**config.mk**
```make
export PLATFORM = sky130hd
export DESIGN_NAME = rtcai_ctrl
export DESIGN_NICKNAME = d
export VERILOG_FILES = /design/src/rtl/rtcai_pkg.sv /design/src/rtl/rtcai_regs.sv /design/src/rtl/rtcai_alarm.sv /design/src/rtl/rtcai_status.sv /design/src/rtl/rtcai_ctrl.sv
export SDC_FILE = /design/constraint.sdc
export NUM_CORES = 1
export LEC_CHECK = 0
export BUFFER_PORTS_ARGS = -buffer_cell sky130_fd_sc_hd__buf_2
export CAP_MARGIN = 20
export CORE_MARGIN = 4
export CORE_UTILIZATION = 50
export CTS_CLUSTER_DIAMETER = 30
export CTS_CLUSTER_SIZE = 8
export DETAILED_ROUTE_END_ITERATION = 10
export GPL_TIMING_DRIVEN = 0
export PLACE_DENSITY = 0.72
export REMOVE_ABC_BUFFERS = 1
export SLEW_MARGIN = 20
export SYNTH_ARGS = -nofsm -noshare
export SYNTH_HDL_FRONTEND = slang
export SYNTH_SLANG_ARGS = --single-unit
```
**constraint.sdc**
```tcl
create_clock -name clk -period 2.6 [get_ports clk]
set_clock_uncertainty 0.2 [all_clocks]
set_input_delay 0.39 -clock clk [delete_from_list [all_inputs] [get_ports clk]]
set_output_delay 0.39 -clock clk [all_outputs]
set_load 0.02 [all_outputs]
```
**src/rtl/rtcai_pkg.sv**
```systemverilog
package rtcai_pkg;
    localparam int DW     = 8;
    localparam int AW     = 5;
    localparam int NFIELD = 6;
    localparam int NRATE  = 4;
    localparam int RW     = $clog2(NRATE);

    localparam logic [AW-1:0] ADR_ALM_BASE = 5'h07;
    localparam logic [AW-1:0] ADR_STATUS   = 5'h0E;
    localparam logic [AW-1:0] ADR_INTEN    = 5'h0F;

    localparam int ST_RUN  = 1;
    localparam int ST_EVT0 = 2;
    localparam int ST_ALM  = 6;
    localparam int ST_PUP  = 7;
    localparam int IE_TMR  = 2;
    localparam int IE_ALM  = 3;

    typedef enum logic {ALM_WAIT, ALM_HIT}   alm_state_t;
    typedef enum logic {PUP_COLD, PUP_WARM}  pup_state_t;
endpackage

```
**src/rtl/rtcai_regs.sv**
```systemverilog
module rtcai_regs
    import rtcai_pkg::*;
#(
    parameter int P_DW     = DW,
    parameter int P_AW     = AW,
    parameter int P_NFIELD = NFIELD,
    parameter int P_RW     = RW
) (
    input  logic                              clk,
    input  logic                              rst_n,
    input  logic                              wr_en,
    input  logic [P_AW-1:0]                   addr,
    input  logic [P_DW-1:0]                   wdata,
    output logic [P_NFIELD-1:0][P_DW-1:0]     alm_regs,
    output logic [P_RW-1:0]                   ie_rate,
    output logic                              ie_tmr,
    output logic                              ie_alm
);
    genvar g;
    generate
        for (g = 0; g < P_NFIELD; g++) begin : g_alm
            always_ff @(posedge clk or negedge rst_n) begin
                if (!rst_n)
                    alm_regs[g] <= '0;
                else if (wr_en && addr == ADR_ALM_BASE + P_AW'(g))
                    alm_regs[g] <= wdata;
            end
        end
    endgenerate

    always_ff @(posedge clk or negedge rst_n) begin
        if (!rst_n) begin
            ie_rate <= '0;
            ie_tmr  <= 1'b0;
            ie_alm  <= 1'b0;
        end else if (wr_en && addr == ADR_INTEN) begin
            ie_rate <= wdata[P_RW-1:0];
            ie_tmr  <= wdata[IE_TMR];
            ie_alm  <= wdata[IE_ALM];
        end
    end
endmodule

```
**src/rtl/rtcai_alarm.sv**
```systemverilog
module rtcai_alarm
    import rtcai_pkg::*;
#(
    parameter int P_DW     = DW,
    parameter int P_NFIELD = NFIELD
) (
    input  logic                          clk,
    input  logic                          rst_n,
    input  logic                          tick,
    input  logic [P_NFIELD-1:0][P_DW-1:0] cur_time,
    input  logic [P_NFIELD-1:0][P_DW-1:0] alm_regs,
    input  logic                          clr_req,
    output logic                          alm_flag
);
    alm_state_t state_q, state_d;
    logic       hit;

    assign hit = tick && (cur_time == alm_regs);

    always_ff @(posedge clk or negedge rst_n) begin
        if (!rst_n) state_q <= ALM_WAIT;
        else        state_q <= state_d;
    end

    always_comb begin
        state_d = state_q;
        unique case (state_q)
            ALM_WAIT: if (hit)              state_d = ALM_HIT;
            ALM_HIT:  if (clr_req && !hit)  state_d = ALM_WAIT;
            default:                        state_d = ALM_WAIT;
        endcase
    end

    always_comb begin
        unique case (state_q)
            ALM_HIT: alm_flag = 1'b1;
            default: alm_flag = 1'b0;
        endcase
    end

    AST_ALARM_SETS:   assert property (@(posedge clk) disable iff (!rst_n) hit |=> alm_flag);
    AST_ALARM_NOSPUR: assert property (@(posedge clk) disable iff (!rst_n) (!alm_flag && !hit) |=> !alm_flag);
    AST_ALARM_STICKY: assert property (@(posedge clk) disable iff (!rst_n) (alm_flag && !clr_req) |=> alm_flag);
    AST_ALARM_RACE:   assert property (@(posedge clk) disable iff (!rst_n) (hit && clr_req) |=> alm_flag);
endmodule

```
**src/rtl/rtcai_status.sv**
```systemverilog
module rtcai_status
    import rtcai_pkg::*;
#(
    parameter int P_NRATE = NRATE,
    parameter int P_RW    = RW
) (
    input  logic               clk,
    input  logic               rst_n,
    input  logic [P_NRATE-1:0] roll,
    input  logic [P_RW-1:0]    rate,
    input  logic [P_NRATE-1:0] clr_evt,
    input  logic               clr_pup,
    output logic [P_NRATE-1:0] evt_flags,
    output logic               pup_flag
);
    pup_state_t pup_q, pup_d;

    genvar g;
    generate
        for (g = 0; g < P_NRATE; g++) begin : g_evt
            always_ff @(posedge clk or negedge rst_n) begin
                if (!rst_n)
                    evt_flags[g] <= 1'b0;
                else if (roll[g] && rate == P_RW'(g))
                    evt_flags[g] <= 1'b1;
                else if (clr_evt[g])
                    evt_flags[g] <= 1'b0;
            end

            AST_EVT_SELECTED: assert property (@(posedge clk) disable iff (!rst_n)
                $rose(evt_flags[g]) |-> $past(roll[g] && rate == P_RW'(g)));
            AST_EVT_STICKY: assert property (@(posedge clk) disable iff (!rst_n)
                (evt_flags[g] && !clr_evt[g]) |=> evt_flags[g]);
        end
    endgenerate

    always_ff @(posedge clk or negedge rst_n) begin
        if (!rst_n) pup_q <= PUP_COLD;
        else        pup_q <= pup_d;
    end

    always_comb begin
        pup_d = pup_q;
        unique case (pup_q)
            PUP_COLD: if (clr_pup) pup_d = PUP_WARM;
            PUP_WARM:              pup_d = PUP_WARM;
            default:               pup_d = PUP_COLD;
        endcase
    end

    always_comb begin
        unique case (pup_q)
            PUP_COLD: pup_flag = 1'b1;
            default:  pup_flag = 1'b0;
        endcase
    end

    AST_PUP_NO_RETURN: assert property (@(posedge clk) disable iff (!rst_n) !pup_flag |=> !pup_flag);
endmodule

```
**src/rtl/rtcai_ctrl.sv**
```systemverilog
module rtcai_ctrl
    import rtcai_pkg::*;
(
    input  logic          clk,
    input  logic          rst_n,
    input  logic          cal_run,
    input  logic          cal_tick,
    input  logic [DW-1:0] cur_sec,
    input  logic [DW-1:0] cur_min,
    input  logic [DW-1:0] cur_hour,
    input  logic [DW-1:0] cur_day,
    input  logic [DW-1:0] cur_mon,
    input  logic [DW-1:0] cur_year,
    input  logic          roll_sec,
    input  logic          roll_min,
    input  logic          roll_hour,
    input  logic          roll_day,
    input  logic          reg_wr,
    input  logic [AW-1:0] reg_addr,
    input  logic [DW-1:0] reg_wdata,
    output logic [DW-1:0] reg_rdata,
    output logic          irq_out
);
    logic [NFIELD-1:0][DW-1:0] cur_time;
    logic [NFIELD-1:0][DW-1:0] alm_regs;
    logic [RW-1:0]             ie_rate;
    logic                      ie_tmr, ie_alm;
    logic                      st_wr;
    logic                      alm_flag, pup_flag;
    logic [NRATE-1:0]          evt_flags;
    logic [NRATE-1:0]          roll;
    logic [DW-1:0]             status;
    logic                      per_flag;

    assign cur_time = {cur_year, cur_mon, cur_day, cur_hour, cur_min, cur_sec};
    assign roll     = {roll_day, roll_hour, roll_min, roll_sec};
    assign st_wr    = reg_wr && (reg_addr == ADR_STATUS);

    rtcai_regs #(.P_DW(DW), .P_AW(AW), .P_NFIELD(NFIELD), .P_RW(RW)) u_regs (
        .clk      (clk),
        .rst_n    (rst_n),
        .wr_en    (reg_wr),
        .addr     (reg_addr),
        .wdata    (reg_wdata),
        .alm_regs (alm_regs),
        .ie_rate  (ie_rate),
        .ie_tmr   (ie_tmr),
        .ie_alm   (ie_alm)
    );

    rtcai_alarm #(.P_DW(DW), .P_NFIELD(NFIELD)) u_alarm (
        .clk      (clk),
        .rst_n    (rst_n),
        .tick     (cal_tick),
        .cur_time (cur_time),
        .alm_regs (alm_regs),
        .clr_req  (st_wr && reg_wdata[ST_ALM]),
        .alm_flag (alm_flag)
    );

    rtcai_status #(.P_NRATE(NRATE), .P_RW(RW)) u_status (
        .clk       (clk),
        .rst_n     (rst_n),
        .roll      (roll),
        .rate      (ie_rate),
        .clr_evt   (st_wr ? reg_wdata[ST_EVT0 +: NRATE] : '0),
        .clr_pup   (st_wr && reg_wdata[ST_PUP]),
        .evt_flags (evt_flags),
        .pup_flag  (pup_flag)
    );

    always_comb begin
        status                      = '0;
        status[ST_RUN]              = cal_run;
        status[ST_EVT0 +: NRATE]    = evt_flags;
        status[ST_ALM]              = alm_flag;
        status[ST_PUP]              = pup_flag;
    end

    always_comb begin
        reg_rdata = '0;
        for (int i = 0; i < NFIELD; i++)
            if (reg_addr == ADR_ALM_BASE + AW'(i)) reg_rdata = alm_regs[i];
        if (reg_addr == ADR_STATUS) reg_rdata = status;
        if (reg_addr == ADR_INTEN)  reg_rdata = DW'({ie_alm, ie_tmr, ie_rate});
    end

    assign per_flag = evt_flags[ie_rate];
    assign irq_out  = (alm_flag && ie_alm) || (per_flag && ie_tmr);

    AST_IRQ_ALARM: assert property (@(posedge clk) disable iff (!rst_n) (alm_flag && ie_alm) |-> irq_out);
    AST_IRQ_QUIET: assert property (@(posedge clk) disable iff (!rst_n) (!alm_flag && evt_flags == '0) |-> !irq_out);
endmodule

```
==> results.toml <==
[placed_design]
place.gp.congestion = 0.8984
port_buffers = 78
dp_hpwl_mm = 7.061
pre_cts_ws_ps = -524.1
place_area_um2 = 3811

[clock_network]
clock_path_buffers = 2
cts_tree = "built"
cts_root_buf = "clkbuf_8"
worstSkewPairLatency_ps = 340
cts_sinks = 58
clk_pin_slew_ps = 70
htree_num_levels = 3
cts_buffers = 9

[logic_synthesis]
ys_ff_latch = 58
syn_avg_cell_area_um2 = 10.93
ys_top_cells_by_area = "dfrtp_1 (43%), mux2_2 (17%), xnor2_1 (8.4%), xor2_1 (3.1%), o21ai_0 (2.4%)"
synth_top_flop_cell = "dfrtp_1"
synth_top_area_share_pct = 43.27
synthCells = 307
yosysSeqAreaShare_pct = 43.27
ys_warn_count = 0
async_flop_share_pct = 100.0
ys_types = 46
netlist_area_um2 = 3354
synth_edf_count = 0
synth.largest_area_cell = "dfrtp_1"

[floorplanning]
io_pins = 79
die-area_um2 = 8084
die_y_um = 89.91
die_w_um = 89.91
start_util_pct = 52.23
rows = 29
core_um2 = 6422

[global_routing]
grt_use_met3_pct = 7.179
grt_use_met2_pct = 40.35
grt_pass1_wl_mm = 15.65
top_usage_layer = "met2"
grt_pass1_vias = 2941
track_usage_pct = 25.09
grt_overflow = 0
grt_max_degree = 59
antenna_found_initial = 0
use_met1_pct = 33.01

[route]
viasPerCell = 6.137
drtIter0Drc = 235
drc_errors = 0
wire_per_inst_um = 21.06
route.antenna.remaining_nets = 0
firstDrtPassIters = 5
via_count = 2903
routed_wl_mm = 9.962

[sta]
fin_crit_ps = 2582
finalMaxSlewViolations = 0
finalSetupViolCount = 0
worst_slack_ps = 18.47
post-route-period-util_pct = 99.29
worst_slew_pin_slew_ps = 754.4
hold_viol_final = 0
fmax_mhz = 387.4
max_slew_margin_pct = 49.70

[cells_and_area]
layout_commonest_cell = "buf_2"
n_fill_cell = 526
final_cell_area_um2 = 4169
nNetsFinal = 461
final_cell_mix = "buf_2 (74), dfrtp_1 (58), mux2_2 (52), xnor2_1 (32)"
n_antenna_cell = 0
post-route-util_pct = 64.91
area_growth_pct = 24.28
drive_above_1_share_pct = 42.17

[worst_hold_path]
hold_class = "primary input to register"

[critical_path]
required_ps = 2010
startpoint_type = "primary input"
endpoint_kind = "primary output"
worstPathArrival_ps = 1990
critical_path.max_fanout = 15
crit_type = "primary input to primary output"

[power_and_ir_drop]
p_leak_uw = 0.001836
ir_worst_vdd_mv = 0.4223
p_per_area_nw_per_um2 = 679.3

[run]
drv_cap = 0

[status]
outcome = "finished clean"
synth_stat cells (2+ instances only):
cell type,n
a21oi_1,6
a221oi_1,5
a22o_1,2
a22oi_1,6
a31oi_1,2
a32o_1,2
clkbuf_1,6
dfrtp_1,58
inv_1,8
mux2_2,52
nand2_1,16
nand2_2,2
nand2b_1,6
nand3_1,4
nand3b_1,2
nand4_1,9
nor2_1,17
nor3_1,4
nor4_1,7
o21ai_0,16
o22ai_1,2
o2bb2ai_1,9
xnor2_1,32
xor2_1,12
worst max-delay path, stage by stage:
cell and delay [ps]:
buf_4 230, inv_4 120, nor4_4 340, buf_12 180, a22oi_1 100, a31oi_2 230, o221a_2 240, buf_2 160
where the power goes:
part	internal, µW	switching [µW]
Combinational	325	266
Sequential	1080	184
Clock	617	364
Total	2020	814
sequential cells by signal (all words and copies together), names as in the netlist:
register and count:
u_regs.alm_regs 48, u_regs.ie_alm 1, u_status.pup_q 1, u_regs.ie_tmr 1, u_regs.ie_rate 2, u_status.evt_flags 4
u_alarm.state_q 1
kinds of logic (layout without fill, tap and decap cells):
group	after synthesis	after routing	synth area share (%)
XOR/XNOR	44	44	11.49
AO/OA/AOI/OAI	58	58	12.23
flip-flops	58	58	43.27
multiplexers	54	54	18.43
buffers and inverters	18	107	2.387
AND/OR/NAND/NOR	75	75	12.20
area by class of cell:
class,count,area (µm²),area share (%)
Tap cell,77,96.34,2.311
Clock inverter,4,72.57,1.741
Multi-Input combinational cell,231,1898,45.53
Clock buffer,12,165.2,3.962
Inverter,9,36.28,0.8703
Sequential cell,58,1451,34.81
Timing Repair Buffer,82,449.2,10.77
through the flow:
stage / total power (µW) / hold slack, ps / setup TNS [ps] / std cells
finish: 2832 / 77.80 / 0 / 473
global route: 2953 / 74.93 / -0.1883 / 473
CTS: 2828 / 74.28 / 0 / 473
detailed placement: 1841 / 230.2 / -6900 / 454
global placement: 1822 / 227.0 / -17440 / 453
floorplan: 1603 / -105.6 / -852.7 / 298
timing repair:
action / CTS / global route
gates resized for setup: 14 / 7
hold buffers: 1 / 0
endpoints found under the setup margin: 8 / 7
buffers inserted: 2 / 0
pin swaps: 2 / 1
hold endpoints to repair: 58 / 0
final timing paths:
path,from,endpoint,slack [ps],cells after the start
setup / recovery,reg_addr[1],reg_rdata[2],20,8
hold / removal,roll_sec,u_status.evt_flags[0]$_DFFE_PN0P_,80,2
setup reg to reg,u_regs.alm_regs[27]$_DFFE_PN0P_,u_alarm.state_q$_DFF_PN0_,710,5
hold reg to reg,u_status.pup_q$_DFF_PN0_,u_status.pup_q$_DFF_PN0_,250,2
max in group asynchronous,rst_n,u_regs.ie_rate[0]$_DFFE_PN0P_,1230,2
min in group asynchronous,rst_n,u_regs.alm_regs[15]$_DFFE_PN0P_,460,2
layer usage:
layer | wire length (µm) | part of all wire [%]
met1 | 4106 | 41
met2 | 4734 | 48
met3 | 888 | 8.9
met4 | 232 | 2.3
met5 | 0 | 0
No activity file was read; power rests on OpenSTA's default activity.
